[config.mk]
export PLATFORM = sky130hd
export DESIGN_NAME = icache_cmd_ctrl
export DESIGN_NICKNAME = d
export VERILOG_FILES = /design/src/rtl/icc_pkg.sv /design/src/rtl/icc_cmd_decode.sv /design/src/rtl/icc_lock_track.sv /design/src/rtl/icc_issue.sv /design/src/rtl/icache_cmd_ctrl.sv
export SDC_FILE = /design/constraint.sdc
export NUM_CORES = 1
export LEC_CHECK = 0
export BUFFER_PORTS_ARGS = -buffer_cell sky130_fd_sc_hd__buf_2
export CAP_MARGIN = 20
export CORE_ASPECT_RATIO = 1.75
export CORE_MARGIN = 2
export CORE_UTILIZATION = 45
export CTS_BUF_LIST = sky130_fd_sc_hd__clkbuf_4 sky130_fd_sc_hd__clkbuf_8
export DETAILED_ROUTE_END_ITERATION = 7
export PLACE_DENSITY = 0.83
export SLEW_MARGIN = 20
export SYNTH_ARGS = -nofsm -noshare
export SYNTH_HDL_FRONTEND = slang
export SYNTH_SLANG_ARGS = --single-unit
[constraint.sdc]
create_clock -name clk -period 1.9 [get_ports clk]
set_clock_uncertainty 0.05 [all_clocks]
set_input_delay 0.285 -clock clk [delete_from_list [all_inputs] [get_ports clk]]
set_output_delay 0.285 -clock clk [all_outputs]
set_load 0.03 [all_outputs]
[src/rtl/icc_pkg.sv]
package icc_pkg;
   localparam logic [1:0] SEL_CTRL = 2'd0;
   localparam logic [1:0] SEL_ADDR = 2'd1;
   localparam logic [1:0] SEL_DATA = 2'd2;

   typedef enum logic [3:0] {
      CC_NONE        = 4'd0,
      CC_INV_ALL     = 4'd1,
      CC_INV_LINE    = 4'd2,
      CC_LOAD_LOCK   = 4'd3,
      CC_UNLOCK_LINE = 4'd4,
      CC_UNLOCK_ALL  = 4'd5
   } icc_code_e;

   localparam int CODE_W       = 4;
   localparam int BUSY_BIT     = 8;
   localparam int ERR_LSB      = 9;
   localparam int NUM_ERR      = 2;
   localparam int CTRL_MIN_W   = ERR_LSB + NUM_ERR;
endpackage

[src/rtl/icc_cmd_decode.sv]
module icc_cmd_decode
   import icc_pkg::*;
#(
   parameter bit LOCK_EN = 1'b1
) (
   input  logic [CODE_W-1:0] code,
   output logic              known,
   output logic              is_lock
);
   generate
      if (LOCK_EN) begin : g_with_lock
         always_comb begin
            known   = 1'b0;
            is_lock = 1'b0;
            case (code)
               CC_INV_ALL, CC_INV_LINE,
               CC_UNLOCK_LINE, CC_UNLOCK_ALL: known = 1'b1;
               CC_LOAD_LOCK: begin
                  known   = 1'b1;
                  is_lock = 1'b1;
               end
               default: known = 1'b0;
            endcase
         end
      end else begin : g_no_lock
         always_comb begin
            is_lock = 1'b0;
            case (code)
               CC_INV_ALL, CC_INV_LINE,
               CC_UNLOCK_LINE, CC_UNLOCK_ALL: known = 1'b1;
               default: known = 1'b0;
            endcase
         end
      end
   endgenerate
endmodule

[src/rtl/icc_lock_track.sv]
module icc_lock_track
   import icc_pkg::*;
(
   input  logic               clk,
   input  logic               rst_n,
   input  logic               start_lock,
   input  logic               done,
   input  logic               fail,
   input  logic               fail_kind,
   input  logic [NUM_ERR-1:0] clr_mask,
   output logic               busy,
   output logic [NUM_ERR-1:0] err_q
);
   logic [NUM_ERR-1:0] set_mask;

   always_comb begin
      set_mask = '0;
      if (busy && done && fail) set_mask[fail_kind] = 1'b1;
   end

   always_ff @(posedge clk) begin
      if (!rst_n) begin
         busy  <= 1'b0;
         err_q <= '0;
      end else begin
         if (start_lock)      busy <= 1'b1;
         else if (done)       busy <= 1'b0;
         err_q <= (err_q & ~clr_mask) | set_mask;
      end
   end
endmodule

[src/rtl/icc_issue.sv]
module icc_issue
   import icc_pkg::*;
#(
   parameter int AW = 28
) (
   input  logic              clk,
   input  logic              rst_n,
   input  logic              reg_go,
   input  logic [CODE_W-1:0] reg_op,
   input  logic [AW-1:0]     reg_addr,
   input  logic              blk_go,
   input  logic [AW-1:0]     blk_addr,
   output logic              cmd_valid,
   output logic [CODE_W-1:0] cmd,
   output logic [AW-1:0]     addr
);
   always_ff @(posedge clk) begin
      if (!rst_n) begin
         cmd_valid <= 1'b0;
         cmd       <= '0;
         addr      <= '0;
      end else begin
         cmd_valid <= blk_go | reg_go;
         if (blk_go) begin
            cmd  <= CC_INV_LINE;
            addr <= blk_addr;
         end else if (reg_go) begin
            cmd  <= reg_op;
            addr <= reg_addr;
         end
      end
   end
endmodule

[src/rtl/icache_cmd_ctrl.sv]
module icache_cmd_ctrl
   import icc_pkg::*;
#(
   parameter int DW      = 32,
   parameter int AW      = 28,
   parameter bit LOCK_EN = 1'b1
) (
   input  logic              clk,
   input  logic              rst_n,
   input  logic              reg_wr,
   input  logic [1:0]        reg_sel,
   input  logic [DW-1:0]     reg_wdata,
   input  logic              reg_super,
   output logic [DW-1:0]     reg_rdata,
   output logic              reg_stall,
   input  logic              blk_inv_req,
   input  logic [AW-1:0]     blk_inv_addr,
   output logic              blk_inv_stall,
   output logic              core_cmd_valid,
   output logic [3:0]        core_cmd,
   output logic [AW-1:0]     core_addr,
   output logic [DW-1:0]     core_wdata,
   input  logic              core_done,
   input  logic              core_err,
   input  logic              core_err_kind
);
   localparam int PAD_W = DW - AW;

   if (DW < CTRL_MIN_W) begin : g_bad_dw
      $error("icache_cmd_ctrl: DW too small for status fields");
   end
   if (AW < 1 || AW >= DW) begin : g_bad_aw
      $error("icache_cmd_ctrl: AW must be in 1..DW-1");
   end

   logic               busy_q;
   logic [NUM_ERR-1:0] err_q;
   logic [AW-1:0]      addr_q;
   logic [DW-1:0]      data_q;
   logic               wr_take, ctrl_wr, code_known, code_lock;
   logic               reg_go, blk_go;
   logic [NUM_ERR-1:0] clr_mask;

   assign reg_stall     = busy_q | blk_inv_req;
   assign blk_inv_stall = busy_q;
   assign wr_take       = reg_wr & reg_super & ~reg_stall;
   assign ctrl_wr       = wr_take && (reg_sel == SEL_CTRL);
   assign reg_go        = ctrl_wr & code_known;
   assign blk_go        = blk_inv_req & ~busy_q;
   assign clr_mask      = ctrl_wr ? reg_wdata[ERR_LSB +: NUM_ERR] : '0;
   assign core_wdata    = data_q;

   icc_cmd_decode #(.LOCK_EN(LOCK_EN)) u_dec (
      .code    (reg_wdata[CODE_W-1:0]),
      .known   (code_known),
      .is_lock (code_lock)
   );

   icc_lock_track u_trk (
      .clk        (clk),
      .rst_n      (rst_n),
      .start_lock (reg_go & code_lock),
      .done       (core_done),
      .fail       (core_err),
      .fail_kind  (core_err_kind),
      .clr_mask   (clr_mask),
      .busy       (busy_q),
      .err_q      (err_q)
   );

   icc_issue #(.AW(AW)) u_iss (
      .clk       (clk),
      .rst_n     (rst_n),
      .reg_go    (reg_go),
      .reg_op    (reg_wdata[CODE_W-1:0]),
      .reg_addr  (addr_q),
      .blk_go    (blk_go),
      .blk_addr  (blk_inv_addr),
      .cmd_valid (core_cmd_valid),
      .cmd       (core_cmd),
      .addr      (core_addr)
   );

   always_ff @(posedge clk) begin
      if (!rst_n) begin
         addr_q <= '0;
         data_q <= '0;
      end else if (wr_take) begin
         if (reg_sel == SEL_ADDR) addr_q <= reg_wdata[AW-1:0];
         if (reg_sel == SEL_DATA) data_q <= reg_wdata;
      end
   end

   always_comb begin
      reg_rdata = '0;
      if (reg_super) begin
         case (reg_sel)
            SEL_CTRL: begin
               reg_rdata[BUSY_BIT]              = busy_q;
               reg_rdata[ERR_LSB +: NUM_ERR]    = err_q;
            end
            SEL_ADDR: reg_rdata = {{PAD_W{1'b0}}, addr_q};
            SEL_DATA: reg_rdata = data_q;
            default:  reg_rdata = '0;
         endcase
      end
   end
endmodule

==> run_results.csv, run 1 <==
group,metric,value,unit
outcome,status,"complete, no violations",
sta,finalMaxSlewViolations,0,
global_route,grt_max_degree,60,
routing,dr_total_vias,4483,
synthesis,ys_ff_latch,96,
sta,post-route-min-period,1787,ps
worst_setup_path,r2r_cells,5,
routing,drc,0,
worst_hold_path,hold_end,"core_wdata[29]",
sta,hold_viol_final,0,
global_route,grt_pass1_vias,4254,
cts,hold_buffers,0,
routing,drtPass1Iterations,6,
synthesis,synth_cell_type_count,34,
synthesis,async_reset_ff_share,0,%
worst_hold_path,min_from,"reg_wdata[29]",
worst_setup_path,r2r_slack,320,ps
synthesis,syn_avg_cell_area,7.820,um^2
sta,whs,106.8,ps
global_route,grt_antenna_before_repair,1,
synthesis,syn-num-nets,610,
routing,vias_per_cell,5.487,
floorplanning,fp.coreArea,0.009036,mm^2
cts,cts_buffer_depth,2,
power_and_ir_drop,peakVddDrop,0.0005701,V
cts,clk_latency,370,ps
worst_setup_path,r2r-end,"u_iss.addr[4]",
synthesis,yosysSeqAreaShare,45.85,%
routing,drt_iter0_drc,368,
global_route,grt_first_pass_wirelength,20.87,mm
layout,drive_above_1_share,32.47,%
worst_setup_path,crit-reg2reg-launch,"u_trk.busy",
synthesis,netlist_area,0.004192,mm^2
global_route,grtUsageTotal,25.72,%
sta,max-slew-margin-rel,67.16,%
routing,wl,13.30,mm
power_and_ir_drop,p_per_area,720.0,mW/mm^2
sta,fin_setup_tns,0,ps
synthesis,ys.flop_type,"dfxtp_1",
sta,tightest_slew,492.6,ps
cts,cts_buffers,9,
worst_setup_path,crit_arrival,1450,ps
synthesis,synth_warnings,0,
placement,dp.cells,802,
layout,areaGrowthSynthToFinish,30.30,%
placement,gp_congestion,0.8901,
power_and_ir_drop,p_leak,2.323,nW
power_and_ir_drop,p_total,3.932,mW
floorplanning,ios,169,
cts,clk_pin_slew,90,ps
synthesis,synth_top_area_cell,"dfxtp_1",
worst_hold_path,worstHoldPathCells,3,
floorplanning,die_x,76.96,um
sta,fmax,559.6,MHz
placement,portBuffers,168,
worst_setup_path,path_class,"input pin to primary output",
synthesis,synth.most_common_cell,"nand2_1",
worst_setup_path,start_kind,"input pin",
global_route,grt_overflow_total,0,
routing,drt-wirelength-per-cell,16.28,um
job,maxCapViolCount,0,
floorplanning,die-height,131.7,um
placement,dp_hpwl,9.961,mm
synthesis,synth-edff-count,0,
worst_setup_path,cp-end-kind,"primary output",
layout,final_nets,767,
synthesis,synth_common_cells,"182 x nand2_1, 96 x dfxtp_1, 32 x a21boi_1",
floorplanning,start_util,46.39,%
cts,cts_tree,"yes",
synthesis,synthCells,536,
sta,setup_violations,0,
worst_setup_path,required,1560,ps
cts,cts_max_level,3,
floorplanning,rows,46,
cts,clock-sinks,96,
synthesis,synth_top_area_share,45.85,%
worst_hold_path,hp-class,"input pin to register",
sta,rsz0062_at_grt,"no",
routing,postRouteAntennaNets,0,
floorplanning,dieArea,0.01013,mm^2
worst_setup_path,worstPathMaxFanout,10,
cts,clockRootBuffer,"clkbuf_8",
synthesis,ys_top_cells_by_area,"dfxtp_1 46%, nand2_1 16%, a21boi_1 5.7%",
sta,post-route-period-util,94.05,%
layout,final_cells,817,
==> cells in the final DEF (no fill, tap or decap), types with 3 or more instances in the layout <==
cell type and instances:
nand2_1 182, buf_2 168, dfxtp_1 96, a21boi_1 32, a21boi_0 30, o21ai_0 28, a31oi_1 27, a22oi_1 25
nor2_2 20, buf_4 15, nor2_1 11, clkbuf_8 9, buf_12 7, inv_1 5, and3_1 4, a21oi_1 4
ha_1 4, a222oi_1 3, nand3_1 3
==> registers in the layout, indices dropped and copies added (netlist names) <==
signal	flops
u_trk.busy	1
core_wdata	32
u_trk.err_q	2
addr_q	28
u_iss.cmd	4
u_iss.addr	28
u_iss.cmd_valid	1
==> worst max path at each step <==
| stage | startpoint | endpoint | slack, ps |
|---|---|---|---|
| floorplan | reg_sel[1] | reg_rdata[11] | 50 |
| global placement | reg_sel[1] | reg_rdata[9] | 110 |
| finish | reg_sel[1] | reg_rdata[9] | 110 |
| global route | reg_sel[1] | reg_rdata[9] | 3 |
| detailed placement | reg_sel[1] | reg_rdata[9] | 80 |
| CTS | reg_sel[1] | reg_rdata[9] | 80 |
==> where the power goes <==
group / switching, mW / total [mW] / internal, mW
Clock: 0.693 / 1.30 / 0.605
Sequential: 0.0384 / 2.11 / 2.07
Combinational: 0.337 / 0.524 / 0.187
Total: 1.07 / 3.93 / 2.86
==> logic make-up (layout without fill, tap and decap cells) <==
group                      after synthesis  in the layout  share of synthesized area [%]
other                                    0              1                              0
adders and majority gates                4              4                          1.194
buffers and inverters                   49            209                          5.343
and+or+nand+nor                        235            235                          22.87
DFF                                     96             96                          45.85
AOI/OAI and AO/OA                      152            152                          24.75
==> layout make-up <==
class	instances	area [um^2]
flip-flops and latches	96	1922
fillers	842	3575
inverters	5	18.77
multi-input cells	391	2096
clock buffers	10	131.4
clock inverters	4	47.55
well taps	120	150.1
repair buffers	190	1094
diodes	1	2.502
==> through the flow <==
stage / utilization [%] / setup WS (ps) / instance area, um^2
4_1_cts: 60.41 / 82.21 / 5459
3_5_place_dp: 58.43 / 82.33 / 5280
6_report: 60.44 / 113.0 / 5461
5_1_grt: 60.44 / 2.880 / 5461
3_3_place_gp: 58.43 / 107.5 / 5280
2_1_floorplan: - / 49.78 / 4242
==> critical path, stage by stage <==
cell,delay [ps]
buf_2,100
inv_1,60
ha_1,220
buf_4,190
a222oi_1,350
nor2_1,70
buf_2,180
==> metal layers <==
layer  part of all wire [%]  vias to the layer above  GRT usage (%)  routed length, um
met5                      0                        -              0                  0
met4                    3.2                        0          11.31                425
met3                    6.3                       40          4.121                840
met2                     52                      218          45.96               6934
met1                     38                     2101          29.66               5097
li1                       -                     2124              -                  -
==> timing repair <==
action	in CTS	in global routing
endpoints found under the hold margin	0	0
gates resized for setup	0	0
setup endpoints to repair	0	1
setup buffers	0	0
Power figures use the tool's default switching activity.
==> inputs of run 2 (changes only) <==
CORE_UTILIZATION = 50   (was 45)
PLACE_DENSITY = 0.9   (was 0.83)
==> run 2 against run 1 <==
Sequential share of layout area fell by 0.080 points. Utilization rose by 6.3 points. Final cell count fell by 3.5%. Worst setup slack improved by 6.6 ps. Maximum frequency rose by 0.37%. Combinational power rose by 1%. Via count fell by 0.67%. Clock power rose by 7%. Total power rose by 2.4%. Non-clock buffer count fell by 3. Count of clock-buffer cells in the layout rose by 4. Largest cell class unchanged.
==> run_results.csv, run 2 (synthesized netlist as in run 1, its figures left out) <==
group,metric,value,unit
layout,layout_commonest_cell,"nand2_1",
power_and_ir_drop,swShare,26.17,%
sta,hold_viol_final,0,
routing,dr_total_vias,4453,
sta,finalMaxSlewViolations,0,
cts,cts_setup_buffers,0,
power_and_ir_drop,power.switching,1.054,mW
layout,largest_register_ffs,32,
routing,drc,0,
worst_setup_path,cp-end-kind,"primary output",
power_and_ir_drop,p_per_area,735.7,mW/mm^2
sta,post-route-period-util,93.70,%
sta,post-route-min-period,1780,ps
power_and_ir_drop,power.internal,2.973,mW
global_route,grt_max_degree,60,
cts,cts_max_level,3,
outcome,status,"complete, no violations",
sta,setup_violations,0,
global_route,grt_pass1_vias,4205,
routing,drt-wirelength-per-cell,16.30,um
cts,clock-sinks,96,
worst_setup_path,path_class,"input pin to primary output",
placement,gp_congestion,0.8563,
global_route,grt_first_pass_wirelength,20.24,mm
floorplanning,die_x,73.21,um
cts,cts_buffer_depth,2,
worst_hold_path,hp-class,"input pin to register",
cts,cts_tree,"yes",
cts,cts_buffers,9,
global_route,grtUsageTotal,28.06,%
power_and_ir_drop,peakVddDrop,0.0005989,V
cts,clk_latency,360,ps
placement,post-place-ws,26.40,ps
worst_setup_path,crit_arrival,1450,ps
worst_setup_path,worstPathMaxFanout,14,
cts,clockRootBuffer,"clkbuf_8",
routing,dr.max_layer_used,"met4",
layout,areaGrowthSynthToFinish,30.60,%
floorplanning,dieArea,0.009160,mm^2
power_and_ir_drop,clock_power_share,34.5,%
power_and_ir_drop,p_leak,2.337,nW
routing,wl_met3,808,um
routing,vias_per_cell,5.651,
floorplanning,die-height,125.1,um
worst_setup_path,required,1560,ps
power_and_ir_drop,comb_power_share,13.2,%
sta,fin_setup_tns,0,ps
routing,drt_iter0_drc,485,
layout,num-fill-cells,679,
sta,tightest_slew,365.2,ps
routing,wl,12.85,mm
routing,postRouteAntennaNets,0,
placement,dp_hpwl,9.504,mm
layout,drive_above_1_share,32.52,%
placement,placed_area,0.005260,mm^2
routing,wl_met1,4.951,mm
cts,cts_resized,0,
floorplanning,start_util,51.10,%
power_and_ir_drop,seq_power_share,52.4,%
sta,rsz0062_at_grt,"no",
layout,final_nets,764,
placement,portBuffers,168,
sta,whs,121.8,ps
global_route,grt_overflow_total,0,
routing,drtPass1Iterations,5,
worst_setup_path,start_kind,"input pin",
floorplanning,rows,44,
cts,hold_buffers,0,
routing,dr_wl_met2,6.521,mm
layout,fin_area,0.005474,mm^2
job,maxCapViolCount,0,
floorplanning,ios,169,
sta,fmax,561.7,MHz
layout,layout_common_cells,"182 x nand2_1, 167 x buf_2, 96 x dfxtp_1",
floorplanning,fp.coreArea,0.008203,mm^2
global_route,grt_antenna_before_repair,1,
cts,clk_pin_slew,80,ps
sta,worst_slack,119.6,ps
sta,max-slew-margin-rel,75.65,%
==> run 2: cell count changes in the layout (fill, tap and decap cells not counted), moves of 2 or more <==
| cell | previous run | this run |
|---|---|---|
| clkbuf_4 | 1 | 5 |
| buf_4 | 15 | 9 |
| buf_12 | 7 | 10 |
| clkinv_2 | 2 | 0 |
==> run 2: layer usage <==
metal | track usage (%) | vias to the layer above
met5 | 0 | -
li1 | - | 2130
met4 | 14.27 | 0
met3 | 4.593 | 42
met1 | 32.94 | 2076
met2 | 47.69 | 205
==> run 2: path summary, 6_finish.rpt <==
check / startpoint / to / slack, ps / depth (start not counted)
max: reg_sel[0] / reg_rdata[10] / 120 / 7
min: reg_wdata[29] / core_wdata[29] / 120 / 3
max reg2reg: u_trk.busy / u_iss.addr[18] / 280 / 5
min reg2reg: u_iss.cmd[0] / u_iss.cmd[0] / 410 / 2
==> run 2: area by class of cell <==
cell class                 count  area (um^2)  share of cell area, %
clock inverter                 2        38.79                 0.7086
clock buffer                  14        167.7                  3.063
sequential                    96         1922                  35.11
timing repair buffer         187         1111                  20.30
multi-input combinational    391         2098                  38.33
antenna                        1        2.502                0.04571
tap                           92        115.1                  2.103
inverter                       5        18.77                 0.3429
==> run 2: critical path, stage by stage <==
cell,delay [ps]
buf_2,100
inv_1,60
ha_1,240
buf_12,160
a222oi_1,290
nor2_1,100
clkbuf_4,190
==> run 2: power groups by stage <==
stage | Clock, mW | Sequential (mW) | Combinational [mW]
final | 1.39 | 2.11 | 0.530
after global routing | 1.46 | 2.12 | 0.572
after CTS | 1.40 | 2.11 | 0.527
after detailed placement | 0 | 2.16 | 0.525
after global placement | 0 | 2.15 | 0.514
after floorplan | 0 | 2.26 | 0.195
==> run 2: stage by stage <==
step / util (%) / power (mW) / std cells
floorplan: - / 2.451 / 536
global placement: 64.12 / 2.667 / 771
detailed placement: 64.12 / 2.681 / 771
CTS: 66.64 / 4.036 / 787
global route: 66.73 / 4.150 / 788
finish: 66.73 / 4.027 / 788
